--- config.mk ---
export PLATFORM = sky130hd
export DESIGN_NAME = switch_poll_ctrl
export DESIGN_NICKNAME = d
export VERILOG_FILES = /design/src/rtl/swpoll_pkg.sv /design/src/rtl/swpoll_tick.sv /design/src/rtl/swpoll_decode.sv /design/src/rtl/swpoll_wet.sv /design/src/rtl/switch_poll_ctrl.sv
export SDC_FILE = /design/constraint.sdc
export NUM_CORES = 1
export LEC_CHECK = 0
export ABC_AREA = 0
export CAP_MARGIN = 10
export CELL_PAD_IN_SITES_DETAIL_PLACEMENT = 0
export CELL_PAD_IN_SITES_GLOBAL_PLACEMENT = 1
export CORE_ASPECT_RATIO = 1.4
export CORE_MARGIN = 8
export CORE_UTILIZATION = 34
export CTS_CLUSTER_DIAMETER = 40
export DETAILED_ROUTE_END_ITERATION = 10
export PLACE_DENSITY_LB_ADDON = 0.15
export SYNTH_ARGS = -nofsm -noshare
export SYNTH_HDL_FRONTEND = slang
export SYNTH_SLANG_ARGS = --single-unit
--- constraint.sdc ---
create_clock -name clk -period 3.25 [get_ports clk]
set_input_delay 0.4875 -clock clk [delete_from_list [all_inputs] [get_ports clk]]
set_output_delay 0.4875 -clock clk [all_outputs]
set_load 0.05 [all_outputs]
--- src/rtl/swpoll_pkg.sv ---
package swpoll_pkg;

    typedef enum logic [1:0] {
        PH_IDLE   = 2'd0,
        PH_ACTIVE = 2'd1,
        PH_WAIT   = 2'd2
    } phase_e;

    function automatic logic [3:0] sat_code(input logic [3:0] code, input logic [3:0] lim);
        return (code > lim) ? lim : code;
    endfunction

endpackage

--- src/rtl/swpoll_tick.sv ---
// Free-running divider: one-cycle pulse every CLK_PER_US clocks.
module swpoll_tick #(
    parameter int CLK_PER_US = 250
) (
    input  logic clk,
    input  logic rst_n,
    output logic tick
);
    localparam int DW = (CLK_PER_US > 2) ? $clog2(CLK_PER_US) : 1;
    localparam logic [DW-1:0] LAST = DW'(CLK_PER_US - 1);

    logic [DW-1:0] cnt_d, cnt_q;

    always_comb begin
        cnt_d = (cnt_q == LAST) ? '0 : cnt_q + 1'b1;
    end

    always_ff @(posedge clk) begin
        if (!rst_n) cnt_q <= '0;
        else        cnt_q <= cnt_d;
    end

    assign tick = (cnt_q == LAST);
endmodule

--- src/rtl/swpoll_decode.sv ---
// Turns the window and period codes into tick counts.
module swpoll_decode #(
    parameter int ACT_BASE_US = 64,
    parameter int PER_BASE_US = 2000,
    parameter int AW          = 12,
    parameter int CW          = 22
) (
    input  logic [2:0]    act_code,
    input  logic [3:0]    per_code,
    output logic [AW-1:0] act_len,
    output logic [CW-1:0] per_len
);
    import swpoll_pkg::*;

    logic [3:0] act_sh, per_sh;

    always_comb begin
        act_sh  = sat_code({1'b0, act_code}, 4'd5);
        per_sh  = sat_code(per_code, 4'd11);
        act_len = AW'(ACT_BASE_US) << act_sh;
        per_len = CW'(PER_BASE_US) << per_sh;
    end
endmodule

--- src/rtl/swpoll_wet.sv ---
// One enable per channel: the selected channel during its window, unless zero-current.
module swpoll_wet #(
    parameter int NUM_CH = 24,
    parameter int CHW    = 5
) (
    input  logic              active,
    input  logic [CHW-1:0]    ch,
    input  logic [NUM_CH-1:0] zero_cur,
    output logic [NUM_CH-1:0] wet_en
);
    for (genvar i = 0; i < NUM_CH; i++) begin : g_ch
        assign wet_en[i] = active && (ch == CHW'(i)) && !zero_cur[i];
    end
endmodule

--- src/rtl/switch_poll_ctrl.sv ---
module switch_poll_ctrl #(
    parameter int NUM_CH      = 24,
    parameter int CLK_PER_US  = 250,
    parameter int ACT_BASE_US = 64,
    parameter int PER_BASE_US = 2000
) (
    input  logic              clk,
    input  logic              rst_n,
    input  logic              cfg_trigger,
    input  logic [2:0]        cfg_act_code,
    input  logic [3:0]        cfg_per_code,
    input  logic [NUM_CH-1:0] cfg_int_en,
    input  logic [NUM_CH-1:0] cfg_zero_cur,
    input  logic [NUM_CH-1:0] comp_in,
    input  logic              stat_rd,
    output logic [NUM_CH-1:0] wet_en,
    output logic              int_n,
    output logic              stat_ssc,
    output logic [NUM_CH-1:0] sw_state
);
    import swpoll_pkg::*;

    localparam int CHW      = $clog2(NUM_CH);
    localparam int ACT_MAX  = ACT_BASE_US * 32;
    localparam int PER_MAX  = PER_BASE_US * 2048;
    localparam int SCAN_MAX = NUM_CH * ACT_MAX;
    localparam int CNT_MAX  = (PER_MAX > SCAN_MAX) ? PER_MAX : SCAN_MAX;
    localparam int AW       = $clog2(ACT_MAX + 1);
    localparam int CW       = $clog2(CNT_MAX + 1);
    localparam logic [CHW-1:0] LAST_CH = CHW'(NUM_CH - 1);

    typedef struct packed {
        phase_e            phase;
        logic [CHW-1:0]    ch;
        logic [AW-1:0]     act_cnt;
        logic [CW-1:0]     per_cnt;
        logic [NUM_CH-1:0] base;
        logic              first;
        logic              ssc;
    } poll_st_t;

    localparam poll_st_t RST_ST = '{phase: PH_IDLE, ch: '0, act_cnt: '0, per_cnt: '0,
                                    base: '0, first: 1'b1, ssc: 1'b0};

    poll_st_t q, d;
    logic          tick;
    logic [AW-1:0] act_len;
    logic [CW-1:0] per_len;
    logic          smp;
    logic          set_ssc;

    swpoll_tick #(.CLK_PER_US(CLK_PER_US)) u_tick (
        .clk   (clk),
        .rst_n (rst_n),
        .tick  (tick)
    );

    swpoll_decode #(
        .ACT_BASE_US (ACT_BASE_US),
        .PER_BASE_US (PER_BASE_US),
        .AW          (AW),
        .CW          (CW)
    ) u_decode (
        .act_code (cfg_act_code),
        .per_code (cfg_per_code),
        .act_len  (act_len),
        .per_len  (per_len)
    );

    swpoll_wet #(.NUM_CH(NUM_CH), .CHW(CHW)) u_wet (
        .active   (q.phase == PH_ACTIVE),
        .ch       (q.ch),
        .zero_cur (cfg_zero_cur),
        .wet_en   (wet_en)
    );

    always_comb begin
        d       = q;
        smp     = 1'b0;
        set_ssc = 1'b0;
        if (!cfg_trigger) begin
            d.phase   = PH_IDLE;
            d.first   = 1'b1;
            d.ch      = '0;
            d.act_cnt = '0;
            d.per_cnt = '0;
        end else begin
            case (q.phase)
                PH_IDLE: begin
                    d.phase   = PH_ACTIVE;
                    d.ch      = '0;
                    d.act_cnt = '0;
                    d.per_cnt = '0;
                end
                PH_ACTIVE: begin
                    if (tick) begin
                        d.per_cnt = q.per_cnt + 1'b1;
                        if (q.act_cnt >= act_len - 1'b1) begin
                            smp       = comp_in[q.ch];
                            d.act_cnt = '0;
                            if (q.first) begin
                                d.base[q.ch] = smp;
                            end else if (smp != q.base[q.ch]) begin
                                d.base[q.ch] = smp;
                                set_ssc      = cfg_int_en[q.ch];
                            end
                            if (q.ch == LAST_CH) begin
                                if (q.first) begin
                                    set_ssc = 1'b1;
                                    d.first = 1'b0;
                                end
                                if (q.per_cnt >= per_len - 1'b1) begin
                                    d.ch      = '0;
                                    d.per_cnt = '0;
                                end else begin
                                    d.phase = PH_WAIT;
                                end
                            end else begin
                                d.ch = q.ch + 1'b1;
                            end
                        end else begin
                            d.act_cnt = q.act_cnt + 1'b1;
                        end
                    end
                end
                PH_WAIT: begin
                    if (tick) begin
                        if (q.per_cnt >= per_len - 1'b1) begin
                            d.phase   = PH_ACTIVE;
                            d.ch      = '0;
                            d.act_cnt = '0;
                            d.per_cnt = '0;
                        end else begin
                            d.per_cnt = q.per_cnt + 1'b1;
                        end
                    end
                end
                default: d.phase = PH_IDLE;
            endcase
        end
        d.ssc = (q.ssc & ~stat_rd) | set_ssc;
    end

    always_ff @(posedge clk) begin
        if (!rst_n) q <= RST_ST;
        else        q <= d;
    end

    assign stat_ssc = q.ssc;
    assign int_n    = ~q.ssc;
    assign sw_state = q.base;
endmodule

# == Word-level counts from Yosys, hierarchy flattened ==
# Cells that the tools add are included.
# totals
memories,0
wordCells,182
latch_bits,0
reg_bits,75
mem_bits_ro,0
ram_bits,0
# classes
bitwise,5
n_eq_ne,34
order_cmp,6
n_reduce_logical,85
div_mod_pow,0
multipliers,0
add_sub_neg,6
n_shift,2
muxes,36
# ops
op,n
$pmux W39 S3,1
$mux W66,1
$logic_and A1 B1 Y1,49
$mux W24,2
$mux W47,1
$mux W22,2
$mux W41,1
$eq A5 B4 Y1 const B,8
$eq A5 B5 Y1 const B,8
$bwmux W24,1
$logic_not A1 Y1,24
$add A22 B1 Y22 const B,1
$ge A22 B22 Y1,1
$shl A11 B4 Y22 const A,1
$sub A22 B1 Y22 const B,1
$eq A5 B3 Y1 const B,4
$mux W19,1
$bmux W1 S5,3
$mux W1,13
$add A12 B1 Y12 const B,1
$ge A12 B12 Y1,1
$mux W12,1
$ne A2 B2 Y1 const B,6
$reduce_and A6 Y1,2
34 further kinds,40

# == Longest topological paths before layout ==
# Gate-level depths: netlist of run 1.
# depth
depth_word,12
ltp_mapped,18
mapped_depth_nobuf,16

# == Hierarchy ==
# From an unflattened synthesis of run 1, not the netlist that was laid out.
# hier_totals
hier_cells,767
area_unflattened_um2,6480.0
# by_module_without_submodules
module,cells_each,area_each_um2,seq_area_each_um2,instances
switch_poll_ctrl,633,5484.0,1341.3,1
swpoll_decode,56,394.1,0.0,1
swpoll_tick,43,370.4,160.2,1
swpoll_wet,35,231.5,0.0,1

# == Worst setup path before layout of run 1 ==
# OpenSTA, ideal clock, no wires.
# synth_timing
path_kind,input to register
start,input cfg_per_code[0]
end,register q[32] (netlist name)
stages,17
required_time_ns,3.178
t_arrival_ns,3.386
n_path_buf,2
path_slack_ns,-0.207
setup_time_ns,0.072
cell_sequence,clkbuf_1 > inv_1 > nor2_1 > nand2_1 > ha_1 > a21oi_1 > a21o_1 > o21ai_0 > ha_1 > a21oi_1 > o21ai_0 > a221oi_1 > nand3_1 > o22ai_2 > buf_2 > nand3_1 > mux2i_1
# synth_via
elab_chain_cells,10
elab_cells_between_ends,11
cone_classes,1 x add/sub; 2 x order compare; 1 x shift; 7 x mux
# synth_rtl
element,line_no,rtl
from (decl),switch_poll_ctrl.sv:11,"input logic [3:0] cfg_per_code,"
$gt A4 B4 Y1,swpoll_pkg.sv:10,return (code > lim) ? lim : code;
$mux W4 *,swpoll_pkg.sv:10,
$shl A11 B4 Y22 *,swpoll_decode.sv:21,per_len = CW'(PER_BASE_US) << per_sh;
$sub A22 B1 Y22 *,"switch_poll_ctrl.sv:112, switch_poll_ctrl.sv:128",
$ge A22 B22 Y1 *,"switch_poll_ctrl.sv:112, switch_poll_ctrl.sv:128",
$mux W22 *,"switch_poll_ctrl.sv:112, switch_poll_ctrl.sv:128",
$mux W22,switch_poll_ctrl.sv:107,if (q.ch == LAST_CH) begin
$mux W47,switch_poll_ctrl.sv:98,if (q.act_cnt >= act_len - 1'b1) begin
$mux W66,switch_poll_ctrl.sv:96,if (tick) begin
$pmux W39 S3 *,switch_poll_ctrl.sv:88,case (q.phase)
to (signal assigned),switch_poll_ctrl.sv:145,if (!rst_n) q <= RST_ST;
to (signal assigned),switch_poll_ctrl.sv:146,else q <= d;
to (decl),switch_poll_ctrl.sv:45,"poll_st_t q, d;"
# Every way passes the cells marked *; elsewhere a longest branch is shown, timed or not. The select of a mux whose other input is x is not followed.
# A chain may end at the register's enable or synchronous reset.

# == Worst setup path after layout of run 1 ==
# layout_timing
start,input cfg_act_code[0]
end,register q[34] (netlist name)
# layout_via
elab_chain_cells,8
# layout_rtl
element,line_no,rtl
from (decl),switch_poll_ctrl.sv:10,"input logic [2:0] cfg_act_code,"
$gt A3 B3 Y1,swpoll_pkg.sv:10,
$mux W3 *,swpoll_pkg.sv:10,
$shl A7 B4 Y12 *,swpoll_decode.sv:20,act_len = AW'(ACT_BASE_US) << act_sh;
$sub A12 B1 Y12 *,switch_poll_ctrl.sv:98,
$ge A12 B12 Y1 *,switch_poll_ctrl.sv:98,
$mux W47 *,switch_poll_ctrl.sv:98,
$mux W66 *,switch_poll_ctrl.sv:96,
$pmux W39 S3 *,switch_poll_ctrl.sv:88,
# Marked as above.

==> results.toml, run 1 <==
[run_status]
status = "finished, final reports clean"

[floorplanning]
row_count = 56
dieArea_um2 = 21360
core_um2 = 16680
io_pins = 133
start_util = 0.3442
die_w_um = 125.8
chipHeight_um = 169.7

[route]
routed_wl_mm = 19.93
vias = 6016
viasPerCell = 5.617
post_drt_wl_per_cell_um = 18.61
detail_route.drc_violations = 0
drt-initial-drc-count = 286
first_pass_iters = 5
antenna_left = 0

[power]
p_int_w = 0.001833
vdd_drop_max_mv = 0.2353
power.density_nw_per_um2 = 298.7
p_switching_w = 0.0005494
power_w = 0.002382
clockPowerShare = 0.488
combPwrFrac = 0.123
power_leakage_nw = 2.994
seq_power_share = 0.389
swShare = 0.2306

[global_route]
grt_overflow = 0
grt_pass1_vias = 5919
grt_pass1_wl_mm = 30.84
grtUsageTotal = 0.1800
grt_max_degree = 23
antenna_found_initial = 0

[min_path]
min_path_type = "reg -> reg"

[layout]
diodes = 0
nFillCells = 1643
multi_input_area_um2 = 3923
final_common_cell = "clkdlybuf4s50_1"
final_cells = 1071
seq_area_um2 = 1501
fin_util = 0.4782
syn_to_final_growth_pct = 38.93
final_cell_mix = "clkdlybuf4s50_1, nand2_1, dfxtp_1"
layout-drive-gt1-share = 0.1786
finalNetCount = 985

[sta]
setup_viol = 0
worst_slew_pin_slew_ps = 904.3
finClkSkew_ps = 7.326
fmax_mhz = 327.0
relSlewSlack = 0.3972
fin_crit_sh = 0.9410
final.min_clock_period_ps = 3058
hold_viol_final = 0
rsz0062_at_grt = "no"
finalSetupTns_ps = 0
finalMaxSlewViolations = 0

[setup_path]
critPathMaxFanout = 8
crit_arrival_ps = 3330
crit_family = "compound AO/OA/AOI/OAI gates"
start_kind = "input port"
crit_buf_inv = 3
cp_cell_sequence = "clkdlybuf4s50_1 > or3_4 > ha_2 > xor2_1 > ha_1 > a21oi_2 > o21ai_2 > a41oi_4 > nor3_2 > buf_4 > o22ai_4 > buf_6 > a31oi_1 > mux2i_1"
worstSetupPathType = "in -> reg"
crit_slowest_cell = "clkdlybuf4s50_1"
end_kind = "register"
cp_data_required_time_ps = 3520
worst_path_largest_cell_delay_ps = 420

[clock_tree]
cts_root_buf = "clkbuf_16"
cts_buffer_depth = 2
cts_sinks = 75
holdBufCountCts = 0
clk_pin_slew_ps = 60
worstSkewPairLatency_ps = 340
cts-htree-levels = 3
cts_buffers = 9
cts_tree = "yes"

[synthesis]
synth_nets = 846
ys_seq_elements = 75
synth_top_area_frac = 0.2616
postSynthCellCount = 724
syn_area_um2 = 5741
synth-edff-count = 0
synth_area_leaders = "dfxtp_1, ha_1, nand2_1"
synth_cell_types = 69
synthFlopType = "dfxtp_1"
yosysSeqAreaShare = 0.2616
syn_area_per_cell_um2 = 7.929
synthArstFlopShare = 0
synth_top_area_cell = "dfxtp_1"
ys_warn_count = 0

[placement]
port_buffers = 132
dp_hpwl_mm = 15.69
place.gp.congestion = 0.8727
place_inst = 1050

[flow_run]
max_cap_viol_count = 0
metal layers:
| metal | GRT usage | wire [um] | vias to the layer above |
|---|---|---|---|
| met5 | 0 | 0 | - |
| met4 | 0.07979 | 548 | 0 |
| li1 | - | - | 2937 |
| met3 | 0.02767 | 899 | 34 |
| met2 | 0.3485 | 10790 | 178 |
| met1 | 0.1868 | 7698 | 2867 |
cells by family (layout without fill, tap and decap cells):
family | after synthesis | count (layout) | synth area share
multiplexers | 22 | 22 | 0.08043
AND/OR/NAND/NOR | 307 | 307 | 0.2683
XOR/XNOR | 11 | 11 | 0.01678
other | 1 | 1 | 0.0006533
flip-flops | 75 | 75 | 0.2616
adder cells (fa/ha/maj) | 39 | 39 | 0.08500
AO/OA/AOI/OAI | 182 | 183 | 0.2073
buffers and inverters | 87 | 230 | 0.07999
what timing repair did:
action / in CTS / in global routing
gates resized for setup: 17 / 31
pin swaps: 9 / 12
gates cloned: 0 / 1
buffers inserted: 2 / 2
endpoints found under the setup margin: 41 / 63
layout make-up:
class | instances | share of cell area
clock buffers | 9 | 0.02824
well taps | 203 | 0.03185
repair buffers | 188 | 0.2330
clock inverters | 7 | 0.01459
flip-flops and latches | 75 | 0.1883
multi-input cells | 563 | 0.4918
inverters | 26 | 0.01224
synthesized netlist by cell type (4+ instances only):
library cell / n
a21oi_1: 36
a22oi_1: 5
a311oi_1: 4
a31o_1: 16
a31oi_1: 11
and3_1: 18
buf_2: 7
buf_4: 24
clkbuf_1: 25
dfxtp_1: 75
ha_1: 39
inv_1: 26
mux4_1: 4
mux4_2: 14
nand2_1: 103
nand2b_1: 4
nand3_1: 25
nand3b_1: 6
nand4_1: 12
nand4b_1: 9
nor2_1: 49
nor2b_1: 5
nor3_1: 43
nor4_1: 4
o2111ai_1: 5
o211ai_1: 8
o21a_1: 5
o21ai_0: 53
o21ai_1: 4
o22ai_1: 6
o31ai_1: 7
or4_1: 6
xnor2_1: 6
xor2_1: 5
through the flow:
| stage | setup slack, ps | hold slack, ps | cell area (um^2) |
|---|---|---|---|
| floorplan | 5.939 | 433.4 | 5761 |
| global route | 48.45 | 517.7 | 7975 |
| CTS | 6.583 | 490.5 | 7880 |
| finish | 191.8 | 489.9 | 7975 |
| detailed placement | -644.5 | 479.6 | 7466 |
| global placement | -574.4 | 445.2 | 7466 |
power by group through the flow:
stage | Combinational, W | Clock (W) | Sequential, W
after floorplan | 0.000117 | 0 | 0.000947
after global placement | 0.000278 | 0 | 0.000947
after detailed placement | 0.000282 | 0 | 0.000948
after CTS | 0.000290 | 0.00118 | 0.000927
after global routing | 0.000318 | 0.00122 | 0.000927
final | 0.000293 | 0.00116 | 0.000927
final timing paths:
path	cells after the start	slack, ps	from	endpoint
hold reg to reg	1	490	u_tick.cnt_q[0]	u_tick.cnt_q[0]
hold / removal	1	490	u_tick.cnt_q[0]	u_tick.cnt_q[0]
setup reg to reg	8	450	q[60]	register
setup / recovery	14	190	cfg_act_code[0]	q[34]
worst reg2reg max path: cells and delay by family (launching register included):
kind            cells  cell delay, ps
compound gates      4             860
xor+xnor            1             150
buf+inv             1             320
flops               1             400
mux                 1             620
simple gates        1             340
No activity file was read; power rests on OpenSTA's default activity.
==> run 2, diff against run 1 <==
- CAP_MARGIN: 10 -> 20
- CORE_MARGIN: 8 -> default
==> results.toml, run 2 (same netlist as run 1, synthesis figures left out) <==
[run_status]
status = "complete, but fails checks"
failed_checks = "DRC"

[layout]
fin_util = 0.4914
final_cells = 1072
syn_to_final_growth_pct = 39.63
finalNetCount = 990
nFillCells = 1616
layout-drive-gt1-share = 0.1856
final_common_cell = "clkdlybuf4s50_1"
final_cell_mix = "clkdlybuf4s50_1, nand2_1, dfxtp_1"
diodes = 0
fin_area_um2 = 8015

[global_route]
antenna_found_initial = 0
grtUsageTotal = 0.2217
grt_overflow = 0
grt_pass1_vias = 6077
grt_pass1_wl_mm = 30.71
grt_max_degree = 24

[setup_path]
crit_family = "simple AND/OR/NAND/NOR gates"
end_kind = "register"
worstSetupPathType = "in -> reg"
cp_cell_sequence = "clkdlybuf4s50_1 > or3_4 > ha_2 > xor2_1 > ha_1 > a21oi_2 > o21ai_2 > a41oi_4 > nor3_4 > o22ai_4 > buf_12 > buf_12 > a31oi_1 > mux2i_1"
cp_data_required_time_ps = 3480
start_kind = "input port"
critPathMaxFanout = 7
crit_slowest_cell = "clkdlybuf4s50_1"
crit_buf_inv = 3
cpMostUsedCell = "buf_12"
worst_path_largest_cell_delay_ps = 420
crit_arrival_ps = 3330

[sta]
final.min_clock_period_ps = 3106
finalSetupTns_ps = 0
finClkSkew_ps = 11.73
finalWorstSetupSlack_ps = 144.0
finalMaxSlewViolations = 0
worst_slew_pin_slew_ps = 869.7
setup_viol = 0
fmax_mhz = 322.0
relSlewSlack = 0.4201
fin_crit_sh = 0.9557
hold_viol_final = 0

[route]
detail_route.drc_violations = 20
drt-initial-drc-count = 301
first_pass_iters = 8
routed_wl_mm = 19.18
viasPerCell = 5.659
post_drt_wl_per_cell_um = 17.89
vias = 6066
antenna_left = 0

[floorplanning]
row_count = 55
dieArea_um2 = 17410
io_pins = 133
chipHeight_um = 155.7
core_um2 = 16310
die_w_um = 111.8
start_util = 0.3520

[clock_tree]
cts_sinks = 75
cts-htree-levels = 3
cts_root_buf = "clkbuf_16"
holdBufCountCts = 0
cts_buffers = 9
clk_pin_slew_ps = 70
cts_tree = "yes"
worstSkewPairLatency_ps = 340
cts_buffer_depth = 2

[power]
power_leakage_nw = 3.038
power.density_nw_per_um2 = 276.0
vdd_drop_max_mv = 0.2003

[min_path]
min_path_type = "reg -> reg"

[placement]
place_area_um2 = 7496
port_buffers = 132
place_ws_ps = -754.0
place.gp.congestion = 0.8322
place_inst = 1049
dp_hpwl_mm = 14.98

[flow_run]
max_cap_viol_count = 0
run 2: cell types whose count changed in the layout (fill, tap and decap cells not counted), moves of 2 or more:
cell       change
buf_12         +2
buf_4          +4
bufinv_16      -3
clkinv_2       -2
inv_6          +5
nand2_1        -3
nand2_2        +4
nor3_2         -2
o21ai_1        -2
o21ai_2        +2
run 2: worst reg2reg max path, delay by kind of cell, from the launching register on:
family / cells / cell delay [ps]
simple gates: 3 / 510
flops: 1 / 370
mux: 1 / 560
compound gates: 3 / 720
buf+inv: 2 / 450
run 2: area by class of cell:
cell class	count	area, um^2	share of cell area
Tap cell	199	249.0	0.03106
Inverter	26	97.59	0.01218
Timing Repair Buffer	194	1947	0.2429
Multi-Input combinational cell	562	3933	0.4906
Clock buffer	9	225.2	0.02810
Clock inverter	7	62.56	0.007805
Sequential cell	75	1501	0.1873
run 2: worst paths after layout:
kind	slack, ps	end	from	cells after the start
setup / recovery	140	q[32]	cfg_act_code[2]	14
hold / removal	470	u_tick.cnt_q[0]	u_tick.cnt_q[0]	1
setup reg to reg	560	register	q[60]	9
hold reg to reg	470	u_tick.cnt_q[0]	u_tick.cnt_q[0]	1
run 2: per-layer routing:
layer  wire, um  GRT usage  vias to the layer above
li1           -          -                     2948
met1       7272     0.2332                     2888
met2      10250     0.4235                      193
met3        889    0.02642                       37
met4        767     0.1242                        0
met5          0          0                        -
run 2: power by group:
part           switching (W)  internal (W)
logic               0.000134      0.000164
clock network       0.000451      0.000536
registers         0.00000398      0.000923
run 2: timing repair:
action / in CTS / in global routing
endpoints found under the setup margin: 42 / 64
setup buffers: 2 / 5
pin swaps: 8 / 13
gates cloned: 1 / 0
resized for setup: 19 / 35
run 2: per-stage QoR:
step           hold slack [ps]  total power (W)
6_report                 465.6         0.002212
5_1_grt                  490.6         0.002297
4_1_cts                  470.2         0.002221
3_5_place_dp             454.4         0.001233
3_3_place_gp             444.0         0.001227
2_1_floorplan            433.4         0.001064
==> run 3, diff against run 2 <==
- CORE_MARGIN: default -> 2
==> results.toml, run 3 (same netlist as run 1, synthesis figures left out) <==
[layout]
finalNetCount = 995
final_cell_mix = "clkdlybuf4s50_1, nand2_1, dfxtp_1"
layout-drive-gt1-share = 0.1868
fin_util = 0.4816
final_cells = 1081
final_common_cell = "clkdlybuf4s50_1"
diodes = 0
syn_to_final_growth_pct = 39.91

[route]
routed_wl_mm = 19.34
first_pass_iters = 5
post_drt_wl_per_cell_um = 17.89
vias = 5966
detail_route.drc_violations = 0
antenna_left = 0
viasPerCell = 5.519
drt-initial-drc-count = 300

[floorplanning]
chipHeight_um = 157.7
io_pins = 133
dieArea_um2 = 17950
start_util = 0.3442
row_count = 56
die_w_um = 113.8
core_um2 = 16680

[run_status]
status = "finished, final reports clean"

[power]
power_leakage_nw = 3.065
vdd_drop_max_mv = 0.3081
power.density_nw_per_um2 = 288.0

[setup_path]
worst_path_largest_cell_delay_ps = 540
reg2regPathDepth = 7
cp_data_required_time_ps = 3520
crit_arrival_ps = 3300
cp_cell_sequence = "dlygate4sd2_1 > nor2_2 > nand2_2 > ha_4 > a21oi_2 > buf_4 > o22ai_1 > nand2_1 > nand2_1 > ha_1 > nand2_1 > nor4_2 > o21ai_2 > nand3_2 > a21oi_2 > or4_1 > a21oi_2"
crit_slowest_cell = "or4_1"
r2r_end = "q[60]"
end_kind = "register"
crit_start = "cfg_per_code[1]"
start_kind = "input port"
regToRegStartpoint = "q[66]"
critPathMaxFanout = 5
worstSetupPathType = "in -> reg"
rrSetupSlack_ps = 520

[min_path]
holdPathEnd = "u_tick.cnt_q[0]"
min_path_type = "reg -> reg"
whs_path_depth = 1
hold_start = "u_tick.cnt_q[0]"

[placement]
place_inst = 1055
port_buffers = 132
place.gp.congestion = 0.8557
dp_hpwl_mm = 15.00

[global_route]
grt_overflow = 0
grt_max_degree = 23
grt_pass1_vias = 6027
antenna_found_initial = 0
grt_pass1_wl_mm = 30.44
grtUsageTotal = 0.2138

[sta]
finalMaxSlewViolations = 0
rsz0062_at_grt = "no"
final.min_clock_period_ps = 3027
relSlewSlack = 0.4149
fmax_mhz = 330.3
fin_crit_sh = 0.9315
hold_viol_final = 0
holdWs_ps = 471.7
setup_viol = 0
finClkSkew_ps = 9.297
worst_slew_pin_slew_ps = 877.6

[clock_tree]
cts_tree = "yes"
cts_buffers = 9
cts-htree-levels = 3
holdBufCountCts = 0
cts_sinks = 75
cts_buffer_depth = 2
clk_pin_slew_ps = 60
cts_root_buf = "clkbuf_16"
worstSkewPairLatency_ps = 340

[flow_run]
max_cap_viol_count = 0
## run 3: cell type report
type / instances / area [um^2]
fillers: 1629 / 8645
flip-flops and latches: 75 / 1501
clock buffers: 9 / 225.2
repair buffers: 199 / 1971
well taps: 203 / 254.0
multi-input cells: 562 / 3890
clock inverters: 7 / 92.59
inverters: 26 / 97.59
## run 3: how the worst max path moves through the flow
stage               depth (start not counted)    end  slack (ps)
global route                               19  q[49]          20
detailed placement                         16  q[59]        -640
floorplan                                  16  q[59]           6
global placement                           17  q[42]        -530
CTS                                        14  q[34]           4
finish                                     17  q[59]         220
## run 3: per-stage QoR
| step | area [um^2] | total power (W) | setup slack (ps) | setup TNS, ps |
|---|---|---|---|---|
| detailed placement | 7516 | 0.001233 | -639.8 | -28190 |
| global placement | 7516 | 0.001227 | -527.7 | -23100 |
| finish | 8031 | 0.002313 | 222.7 | 0 |
| CTS | 7954 | 0.002335 | 4.342 | 0 |
| floorplan | 5761 | 0.001064 | 5.939 | 0 |
| global route | 8031 | 0.002405 | 15.92 | 0 |
## run 3: repair_timing
item / in CTS / in global routing
resized for setup: 22 / 22
cloned: 1 / 1
setup buffers: 4 / 4
setup endpoints to repair: 40 / 63
pin swaps: 10 / 11
## run 3: metal layers
layer  up-vias  global-route usage  wire length [um]
li1       2956                   -                 -
met1      2812              0.2248              7340
met2       162              0.4135             10360
met3        36             0.03254               858
met4         0             0.09814               782
met5         -                   0                 0
## run 3: critical path: cells and delay by family
kind	cells	cell delay, ps
AOI/OAI and AO/OA	5	610
adders and majority gates	2	440
buffers and inverters	2	390
and+or+nand+nor	8	1360
## run 3: power breakdown
group / switching (W) / leakage, nW / total, W / internal [W]
Combinational: 0.000132 / 2.30 / 0.000295 / 0.000163
Clock: 0.000420 / 0.159 / 0.00109 / 0.000671
Sequential: 0.00000405 / 0.605 / 0.000927 / 0.000923
Total: 0.000556 / 3.06 / 0.00231 / 0.00176
